`config.mk`:
```
export PLATFORM = sky130hd
export DESIGN_NAME = qirq_cond_irq
export DESIGN_NICKNAME = d
export VERILOG_FILES = /design/src/rtl/qirq_pkg.sv /design/src/rtl/qirq_cond_pick.sv /design/src/rtl/qirq_event_latch.sv /design/src/rtl/qirq_cond_irq.sv
export SDC_FILE = /design/constraint.sdc
export NUM_CORES = 1
export LEC_CHECK = 0
export BUFFER_PORTS_ARGS = -buffer_cell sky130_fd_sc_hd__clkbuf_2
export CAP_MARGIN = 30
export CORE_MARGIN = 2
export CORE_UTILIZATION = 59
export DETAILED_ROUTE_END_ITERATION = 10
export PLACE_DENSITY_LB_ADDON = 0.25
export SYNTH_ARGS = -nofsm -noshare
export SYNTH_HDL_FRONTEND = slang
export SYNTH_SLANG_ARGS = --single-unit
export TNS_END_PERCENT = 50
```
`constraint.sdc`:
```
create_clock -name clk -period 3.1 [get_ports clk]
set_clock_uncertainty 0.05 [all_clocks]
set_input_delay 0.31 -clock clk [delete_from_list [all_inputs] [get_ports clk]]
set_output_delay 0.31 -clock clk [all_outputs]
set_load 0.1 [all_outputs]
```
`src/rtl/qirq_pkg.sv`:
```
package qirq_pkg;
    localparam int Q_PER_WORD = 8;
    localparam int NIBBLE_W   = 4;
    localparam int SEL_W      = 3;

    typedef enum logic [SEL_W-1:0] {
        SEL_EMPTY      = 3'd0,
        SEL_NEMPTY     = 3'd1,
        SEL_NFULL      = 3'd2,
        SEL_FULL       = 3'd3,
        SEL_NOT_EMPTY  = 3'd4,
        SEL_NOT_NEMPTY = 3'd5,
        SEL_NOT_NFULL  = 3'd6,
        SEL_NOT_FULL   = 3'd7
    } sel_code_e;
endpackage

```
`src/rtl/qirq_cond_pick.sv`:
```
module qirq_cond_pick
    import qirq_pkg::*;
(
    input  logic [3:0]       flags_i,
    input  logic [SEL_W-1:0] sel_i,
    output logic             hit_o
);
    logic raw;

    // flags_i: bit0 empty, bit1 nearly empty, bit2 nearly full, bit3 full
    always_comb begin
        raw   = flags_i[sel_i[1:0]];
        hit_o = sel_i[2] ? ~raw : raw;   // upper four codes invert
    end
endmodule

```
`src/rtl/qirq_event_latch.sv`:
```
module qirq_event_latch #(
    parameter int NUM_Q = 32
) (
    input  logic             clk,
    input  logic             rst,
    input  logic [NUM_Q-1:0] cond_i,
    input  logic [NUM_Q-1:0] clr_i,
    output logic [NUM_Q-1:0] status_o
);
    typedef struct packed {
        logic [NUM_Q-1:0] prev;
        logic [NUM_Q-1:0] stat;
    } latch_t;

    latch_t s_d, s_q;
    logic [NUM_Q-1:0] rise;

    always_comb begin
        s_d      = s_q;
        rise     = cond_i & ~s_q.prev;
        s_d.prev = cond_i;
        s_d.stat = (s_q.stat & ~clr_i) | rise;   // set dominates clear
    end

    always_ff @(posedge clk) begin
        if (rst) s_q <= '0;
        else     s_q <= s_d;
    end

    assign status_o = s_q.stat;

    p_hold_until_clear_r6: assert property (@(posedge clk) disable iff (rst)
        ((($past(status_o) & ~$past(clr_i)) & ~status_o) == '0));

    p_set_wins_r8: assert property (@(posedge clk) disable iff (rst)
        (($past(cond_i & ~s_q.prev) & ~status_o) == '0));
endmodule

```
`src/rtl/qirq_cond_irq.sv`:
```
module qirq_cond_irq
    import qirq_pkg::*;
#(
    parameter int NUM_Q  = 32,
    parameter int DATA_W = 32,
    parameter int ADDR_W = 3
) (
    input  logic              clk,
    input  logic              rst,
    input  logic              bus_wr,
    input  logic [ADDR_W-1:0] bus_addr,
    input  logic [DATA_W-1:0] bus_wdata,
    output logic [DATA_W-1:0] bus_rdata,
    input  logic [NUM_Q-1:0]  flag_empty,
    input  logic [NUM_Q-1:0]  flag_nempty,
    input  logic [NUM_Q-1:0]  flag_nfull,
    input  logic [NUM_Q-1:0]  flag_full,
    output logic              irq_o
);
    localparam int NUM_SEL_WORDS = NUM_Q / Q_PER_WORD;
    localparam int ADDR_EN       = NUM_SEL_WORDS;
    localparam int ADDR_STAT     = NUM_SEL_WORDS + 1;

    typedef struct packed {
        logic [NUM_Q-1:0][SEL_W-1:0] sel;
        logic [NUM_Q-1:0]            en;
    } cfg_t;

    cfg_t             cfg_d, cfg_q;
    logic [NUM_Q-1:0] cond;
    logic [NUM_Q-1:0] clr;
    logic [NUM_Q-1:0] status;

    always_comb begin
        cfg_d = cfg_q;
        clr   = '0;
        if (bus_wr) begin
            for (int q = 0; q < NUM_Q; q++) begin
                if (bus_addr == ADDR_W'(q / Q_PER_WORD))
                    cfg_d.sel[q] = bus_wdata[(q % Q_PER_WORD) * NIBBLE_W +: SEL_W];
            end
            if (bus_addr == ADDR_W'(ADDR_EN))
                cfg_d.en = bus_wdata[NUM_Q-1:0];
            if (bus_addr == ADDR_W'(ADDR_STAT))
                clr = bus_wdata[NUM_Q-1:0];
        end
    end

    always_ff @(posedge clk) begin
        if (rst) cfg_q <= '0;
        else     cfg_q <= cfg_d;
    end

    always_comb begin
        bus_rdata = '0;
        for (int q = 0; q < NUM_Q; q++) begin
            if (bus_addr == ADDR_W'(q / Q_PER_WORD))
                bus_rdata[(q % Q_PER_WORD) * NIBBLE_W +: SEL_W] = cfg_q.sel[q];
        end
        if (bus_addr == ADDR_W'(ADDR_EN))   bus_rdata[NUM_Q-1:0] = cfg_q.en;
        if (bus_addr == ADDR_W'(ADDR_STAT)) bus_rdata[NUM_Q-1:0] = status;
    end

    for (genvar g = 0; g < NUM_Q; g++) begin : g_pick
        qirq_cond_pick u_pick (
            .flags_i ({flag_full[g], flag_nfull[g], flag_nempty[g], flag_empty[g]}),
            .sel_i   (cfg_q.sel[g]),
            .hit_o   (cond[g])
        );
    end

    qirq_event_latch #(.NUM_Q(NUM_Q)) u_latch (
        .clk      (clk),
        .rst      (rst),
        .cond_i   (cond),
        .clr_i    (clr),
        .status_o (status)
    );

    assign irq_o = |(status & cfg_q.en);

    p_irq_needs_status_r9: assert property (@(posedge clk) disable iff (rst)
        irq_o |-> (status != '0));

    p_masked_quiet_r9: assert property (@(posedge clk) disable iff (rst)
        (cfg_q.en == '0) |-> !irq_o);

    p_reserved_zero_r4: assert property (@(posedge clk) disable iff (rst)
        (bus_addr < ADDR_W'(NUM_SEL_WORDS)) |-> ((bus_rdata & 32'h8888_8888) == '0));

    p_cfg_stable_r2: assert property (@(posedge clk) disable iff (rst)
        !bus_wr |=> $stable(cfg_q));
endmodule

```
==> impl_metrics.ini, run 1 <==
[final_layout]
post-route-util_pct = 73.6
n_antenna_cell = 0
drive_gt1_share_pct = 26.5
nets = 1317
area_growth_pct = 22.8
stdcell_count = 1352
finalInstanceArea_um2 = 11100

[global_route]
grt_use_met2_pct = 55.2
grt_pass1_wl_um = 43500
grt.total_usage_pct = 35.1
antenna_found_initial = 0
grt_pass1_vias = 8016
grt_use_met3_pct = 7.05
gr-max-usage-layer = met2
grt_util_met1_pct = 48.3
grt.overflow.total = 0
grt_max_degree = 101

[pwr]
p_leak_nw = 4.25
total_power_mw = 5.86
peakVddDrop_v = 0.000438
powerDensity_nw_per_um2 = 526

[sta]
hold_violations = 0
rsz0062_at_grt = no
relSlewSlack_pct = 47.6
worst_pin_slew_ps = 786
setup_slack_ps = 563
period_minus_slack_ps = 2540
slew_violations = 0
hold_ws_ps = 62.8
fin_crit_sh_pct = 81.9
setup_violations = 0
tns_ps = 0
max_freq_mhz = 394

[detailed_routing]
ant_nets = 0
drt-initial-drc-count = 1070
routedWlPerCell_um = 20.8
vias = 8312
routed_wl_um = 28200
drc = 0
firstDrtPassIters = 6
viasPerCell = 6.15

[yosys]
ys_ff_latch = 192
synthesis.area_um2 = 9080
avgSynthCellArea_um2 = 9.17
synthesis.nets = 1156
synth_top_area_cell = dfxtp_1
ys_seq_area_share_pct = 42.3
synth_cell_types = 29
synth-edff-count = 0
ys_async_sr_fraction_pct = 0
synth_top_flop_cell = dfxtp_1
yosysMostFrequentCell = nand2_1
ys_warn_count = 0
synth.area.top_cells = dfxtp_1 (42%), mux4_2 (14%), nand2_1 (11%)
synth_top_area_share_pct = 42.3
ys_top_cells_by_count = nand2_1 (256), dfxtp_1 (192), a21oi_1 (128), inv_1 (56), mux4_2 (56)
netlist_instances = 990

[floorplan]
num_rows = 45
ioPinCount = 199
die_h_um = 128
dieArea_um2 = 16400
design.core.area_um2 = 15100
chipWidth_um = 128
start_util_pct = 59.9

[worst_setup_path]
cp_slowest_cell = or4_1
r2r_cells = 3
timing_worst_setup_path_type = flop to primary output
max_stage_delay_ps = 610
worstPathRequired_ps = 2740
start_kind = flop
end_kind = primary output
startpoint = u_latch.status_o[22]
r2r-start = cfg_q[107]
cp_max_fo = 3
r2r_end = u_latch.status_o[25]
crit_buf_inv = 1
crit_family = simple AND/OR/NAND/NOR gates
arrival_ps = 2180
rrSetupSlack_ps = 1400
crit_chain = a22oi_1, nand4_1, or4_1, clkbuf_2

[place]
numPortBuffers = 198
dpl_worst_slack_ps = 708
place_congestion = 0.943
dp_cells = 1320
dpl_cell_area_um2 = 10500
dpl.hpwl_um = 20100

[clock_network]
clockBufferDepth = 2
cts.sinks = 192
cts_resized = 0
ctsHoldBuffers = 0
cts_buffers = 17
post-cts-setup-buffers = 0
insertion_delay_ps = 440
cts_root_buf = clkbuf_16
htreeDepth = 4
cts.clk_slew.worst_paths_ps = 70
cts_tree = yes

[hold_path]
hp-class = input pin to flop
hold_end = cfg_q[11]
min_from = bus_wdata[11]
min_path_cells = 3

[run]
cap_viol_max_count = 0

[run_status]
status = finished clean
## metal layers
| metal | up-vias | share of wire [%] |
|---|---|---|
| met3 | 73 | 10 |
| met1 | 3956 | 40 |
| met2 | 522 | 47 |
| met4 | 0 | 2.9 |
| li1 | 3761 | - |
| met5 | - | 0 |
## worst register-to-register path, stage by stage (launching register included)
cell and delay [ps]:
dfxtp_1 430, mux4_2 590, xnor2_1 400, o31ai_1 100
## cells by family after synthesis
| family | after synthesis | share of synthesized area (%) |
|---|---|---|
| mux | 88 | 17.4 |
| flops | 192 | 42.3 |
| simple gates | 313 | 14.1 |
| buf+inv | 133 | 7.28 |
| xor+xnor | 32 | 3.09 |
| compound gates | 232 | 15.8 |
## worst max-delay path by stage
stage	end	slack, ps	depth (start not counted)
final	irq_o	560	4
after detailed placement	bus_rdata[0]	710	6
after floorplan	bus_rdata[28]	170	6
after CTS	irq_o	590	4
after global routing	irq_o	510	4
after global placement	bus_rdata[9]	740	6
## sequential cells by signal, indices dropped and copies added, names as in the netlist
| register | count |
|---|---|
| cfg_q | 128 |
| u_latch.s_q | 32 |
| u_latch.status_o | 32 |
## power by group
group | internal, mW | leakage [nW] | switching, mW
logic | 0.358 | 2.38 | 0.529
clock network | 1.32 | 0.298 | 0.972
registers | 2.59 | 1.57 | 0.0930
## layout make-up
class | count | area, µm²
Clock buffer | 21 | 460
Clock inverter | 11 | 151
Fill cell | 1083 | 4000
Inverter | 56 | 210
Multi-Input combinational cell | 665 | 4590
Sequential cell | 192 | 3840
Tap cell | 188 | 235
Timing Repair Buffer | 219 | 1660
## placed cells by master (no fill, tap or decap), types with 2 or more instances in the layout
| cell type | n |
|---|---|
| a211o_1 | 32 |
| a21oi_1 | 128 |
| a22oi_1 | 16 |
| and4b_1 | 2 |
| buf_12 | 32 |
| buf_4 | 20 |
| bufinv_16 | 3 |
| clkbuf_1 | 2 |
| clkbuf_16 | 17 |
| clkbuf_2 | 165 |
| clkbuf_8 | 2 |
| clkinv_2 | 2 |
| clkinv_4 | 2 |
| dfxtp_1 | 192 |
| inv_1 | 56 |
| inv_6 | 3 |
| mux2i_1 | 32 |
| mux4_2 | 56 |
| nand2_1 | 256 |
| nand4_1 | 4 |
| nand4bb_1 | 3 |
| nor2_1 | 40 |
| o22ai_1 | 24 |
| o31ai_1 | 32 |
| xnor2_1 | 32 |
Power figures use the tool's default switching activity.
==> run 2: changes to the inputs <==
--- a/config.mk
+++ b/config.mk
@@ -8,7 +8,7 @@
 export BUFFER_PORTS_ARGS = -buffer_cell sky130_fd_sc_hd__clkbuf_2
 export CAP_MARGIN = 30
 export CORE_MARGIN = 2
-export CORE_UTILIZATION = 59
+export CORE_UTILIZATION = 49
 export DETAILED_ROUTE_END_ITERATION = 10
 export PLACE_DENSITY_LB_ADDON = 0.25
 export SYNTH_ARGS = -nofsm -noshare
==> constraint.sdc (replaced) <==
create_clock -name clk -period 2.1 [get_ports clk]
set_clock_uncertainty 0.05 [all_clocks]
set_input_delay 0.21 -clock clk [delete_from_list [all_inputs] [get_ports clk]]
set_output_delay 0.21 -clock clk [all_outputs]
set_load 0.1 [all_outputs]
==> impl_metrics.ini, run 2 (same netlist as run 1, synthesis figures left out) <==
[detailed_routing]
viasPerCell = 5.77
drc = 7
firstDrtPassIters = 9
routedWlPerCell_um = 19.9
drt-initial-drc-count = 968
ant_nets = 0
routed_wl_um = 28400
vias = 8207

[pwr]
powerDensity_nw_per_um2 = 747
peakVddDrop_v = 0.000604
p_leak_nw = 4.41
total_power_mw = 8.66

[final_layout]
nets = 1347
post-route-util_pct = 64.1
n_antenna_cell = 0
final_common_cell = nand2_1
finalInstanceArea_um2 = 11600
stdcell_count = 1423
area_growth_pct = 27.7
final_cell_mix = nand2_1 (256), dfxtp_1 (187), clkbuf_2 (163)
largest-register = cfg_q
drive_gt1_share_pct = 29.2
largest_register_ffs = 128

[global_route]
grt_pass1_vias = 7635
grt_max_degree = 56
antenna_found_initial = 0
grt.overflow.total = 0
grt.total_usage_pct = 29.0
grt_pass1_wl_um = 43700

[floorplan]
die_h_um = 140
ioPinCount = 199
chipWidth_um = 140
design.core.area_um2 = 18100
start_util_pct = 50.2
num_rows = 49
dieArea_um2 = 19600

[place]
numPortBuffers = 198
dpl_worst_slack_ps = 149
dpl_cell_area_um2 = 10800
place_congestion = 0.890
dp_cells = 1380
dpl.hpwl_um = 20900

[sta]
slew_violations = 0
max_freq_mhz = 466
hold_ws_ps = 33.1
rsz0062_at_grt = yes
period_minus_slack_ps = 2150
relSlewSlack_pct = 67.7
hold_violations = 0
worst_pin_slew_ps = 484
tns_ps = -47.4
fin_crit_sh_pct = 102
setup_slack_ps = -47.4
setup_violations = 1

[worst_setup_path]
crit_family = simple AND/OR/NAND/NOR gates
start_kind = flop
crit_chain = a22oi_2, nand4_1, or4_4, buf_12
max_stage_delay_ps = 560
worstPathRequired_ps = 1840
cp_max_fo = 2
timing_worst_setup_path_type = flop to primary output
cp_slowest_cell = or4_4
crit_buf_inv = 1
arrival_ps = 1890
end_kind = primary output

[clock_network]
clockBufferDepth = 2
insertion_delay_ps = 440
cts_tree = yes
cts_buffers = 17
htreeDepth = 4
cts.sinks = 192
cts.clk_slew.worst_paths_ps = 70
cts_root_buf = clkbuf_16

[hold_path]
hp-class = input pin to flop

[run_status]
status = finished, violations left
violations = design-rule violations, negative setup slack

[run]
cap_viol_max_count = 0
==> run 2: timing repair <==
action | in CTS | in global routing
endpoints found under the hold margin | 8 | 0
hold buffers | 8 | 0
resized for setup | 17 | 4
pin swaps | 7 | 6
setup endpoints to repair | 1 | 1
gates cloned | 0 | 0
setup buffers | 2 | 1
==> run 2: area by class of cell <==
type	count	area [µm²]
Clock inverter	11	128
Sequential cell	192	3850
Timing Repair Buffer	249	1990
Clock buffer	21	480
Inverter	56	210
Tap cell	229	287
Fill cell	1465	6490
Multi-Input combinational cell	665	4650
==> run 2: per-layer routing <==
| layer | routed length [µm] | vias up | global-route usage [%] |
|---|---|---|---|
| li1 | - | 3829 | - |
| met1 | 12000 | 3898 | 41.5 |
| met2 | 13100 | 427 | 44.7 |
| met3 | 2540 | 53 | 4.99 |
| met4 | 666 | 0 | 10.3 |
| met5 | 0 | - | 0 |
==> run 2: power breakdown <==
part           total (mW)  switching [mW]  leakage [nW]  internal [mW]
clock                3.31            1.43         0.292           1.89
combinational        1.38           0.791          2.55          0.592
sequential           3.96           0.146          1.57           3.82
==> run 2: final timing paths <==
check	end	slack (ps)	depth (start not counted)	from
worst max-delay path	irq_o	-50	4	cfg_q[26]
worst min-delay path	cfg_q[1]	30	3	bus_wdata[1]
worst max register to register	u_latch.status_o[17]	450	3	cfg_q[83]
worst min register to register	u_latch.status_o[27]	360	1	u_latch.s_q[59]
==> run 2: worst register-to-register path, cell delays in order (launching register included) <==
cell and delay [ps]:
dfxtp_1 400, mux4_2 570, xnor2_1 390, o31ai_1 110
==> run 3: changes to the inputs <==
--- a/config.mk
+++ b/config.mk
@@ -7,10 +7,13 @@
 export LEC_CHECK = 0
 export BUFFER_PORTS_ARGS = -buffer_cell sky130_fd_sc_hd__clkbuf_2
 export CAP_MARGIN = 30
+export CELL_PAD_IN_SITES_DETAIL_PLACEMENT = 0
+export CELL_PAD_IN_SITES_GLOBAL_PLACEMENT = 1
 export CORE_MARGIN = 2
-export CORE_UTILIZATION = 49
+export CORE_UTILIZATION = 37
 export DETAILED_ROUTE_END_ITERATION = 10
 export PLACE_DENSITY_LB_ADDON = 0.25
+export REMOVE_ABC_BUFFERS = 1
 export SYNTH_ARGS = -nofsm -noshare
 export SYNTH_HDL_FRONTEND = slang
 export SYNTH_SLANG_ARGS = --single-unit
==> impl_metrics.ini, run 3 (same netlist as run 1, synthesis figures left out) <==
[clock_network]
cts_tree = yes
cts.clk_slew.worst_paths_ps = 70
cts.sinks = 192
insertion_delay_ps = 440
cts_buffers = 17
cts_root_buf = clkbuf_16
clockBufferDepth = 2
htreeDepth = 4

[detailed_routing]
routedWlPerCell_um = 19.1
firstDrtPassIters = 5
vias = 7930
viasPerCell = 5.23
ant_nets = 0
drc = 0
drt-initial-drc-count = 621
routed_wl_um = 29000

[final_layout]
finalInstanceArea_um2 = 11700
post-route-util_pct = 48.4
nets = 1346
final_common_cell = nand2_1
largest_register_ffs = 128
stdcell_count = 1515
final_cell_mix = nand2_1 (256), dfxtp_1 (189), clkbuf_2 (163)
area_growth_pct = 28.8
drive_gt1_share_pct = 28.5
n_antenna_cell = 0
largest-register = cfg_q
n_fill_cell = 2291

[pwr]
total_power_mw = 8.57
p_leak_nw = 4.41
powerDensity_nw_per_um2 = 733
peakVddDrop_v = 0.000447

[floorplan]
chipWidth_um = 161
start_util_pct = 37.6
design.core.area_um2 = 24200
dieArea_um2 = 25800
ioPinCount = 199
die_h_um = 161
num_rows = 57

[global_route]
grt.overflow.total = 0
antenna_found_initial = 0
grt_pass1_wl_um = 44800
grt_pass1_vias = 7693
grt_max_degree = 53
grt.total_usage_pct = 22.7

[place]
place_congestion = 0.814
dpl_cell_area_um2 = 11000
dp_cells = 1476
numPortBuffers = 198
dpl.hpwl_um = 20400

[worst_setup_path]
end_kind = primary output
start_kind = flop
worstPathRequired_ps = 1840
cp_max_fo = 2
timing_worst_setup_path_type = flop to primary output
arrival_ps = 1960

[sta]
fin_crit_sh_pct = 105
setup_violations = 1
worst_pin_slew_ps = 468
period_minus_slack_ps = 2220
max_freq_mhz = 451
setup_slack_ps = -115
relSlewSlack_pct = 68.6
hold_violations = 0
rsz0062_at_grt = yes
slew_violations = 0

[run_status]
violations = negative setup slack
status = finished, violations left

[run]
cap_viol_max_count = 0

[hold_path]
hp-class = input pin to flop
-- run 3: metal layers --
metal / vias to the layer above / track usage, % / routed length [µm]
met5: - / 0 / 0
met4: 0 / 5.08 / 293
met3: 26 / 2.97 / 1770
met2: 281 / 36.3 / 13400
met1: 3810 / 32.8 / 13500
li1: 3813 / - / -
-- run 3: cell type report --
type                       instances  area [µm²]  share of cell area [%]
clock buffer                      21         460                    3.94
clock inverter                     9         109                   0.931
inverter                          56         210                    1.80
multi-input combinational        665        4630                    39.6
sequential                       192        3850                    32.9
tap                              324         405                    3.47
timing repair buffer             248        2030                    17.3
-- run 3: critical path, cell delays in order (launching register included) --
cell and delay [ps]:
dfxtp_2 320, a22oi_2 280, nand4_1 120, or4_4 610, buf_12 190
-- run 3: worst paths after layout --
check / from / to / slack [ps] / cells after the start
worst min register to register: u_latch.s_q[48] / u_latch.status_o[16] / 360 / 1
worst min-delay path: bus_wdata[19] / cfg_q[19] / 30 / 3
worst max register to register: cfg_q[86] / u_latch.status_o[18] / 490 / 3
worst max-delay path: cfg_q[16] / irq_o / -120 / 4
-- run 3: where the power goes --
| group | leakage (nW) | internal, mW | switching (mW) |
|---|---|---|---|
| Combinational | 2.56 | 0.593 | 0.789 |
| Sequential | 1.57 | 3.82 | 0.128 |
| Clock | 0.280 | 1.81 | 1.43 |
| Total | 4.41 | 6.22 | 2.35 |
-- run 3: stage by stage --
step	worst slack [ps]	hold slack, ps	setup TNS (ps)
final	-115	26.2	-115
after global routing	-172	36.0	-172
after CTS	-111	19.2	-111
after detailed placement	142	351	0
after global placement	141	350	0
after floorplan	-522	229	-21370
-- run 3: repair_timing --
action,4_1_cts,5_1_grt
setup buffers,2,0
setup endpoints to repair,1,1
resized for setup,10,1
hold buffers,7,0
cloned,0,0
endpoints found under the hold margin,7,0
pin swaps,5,0
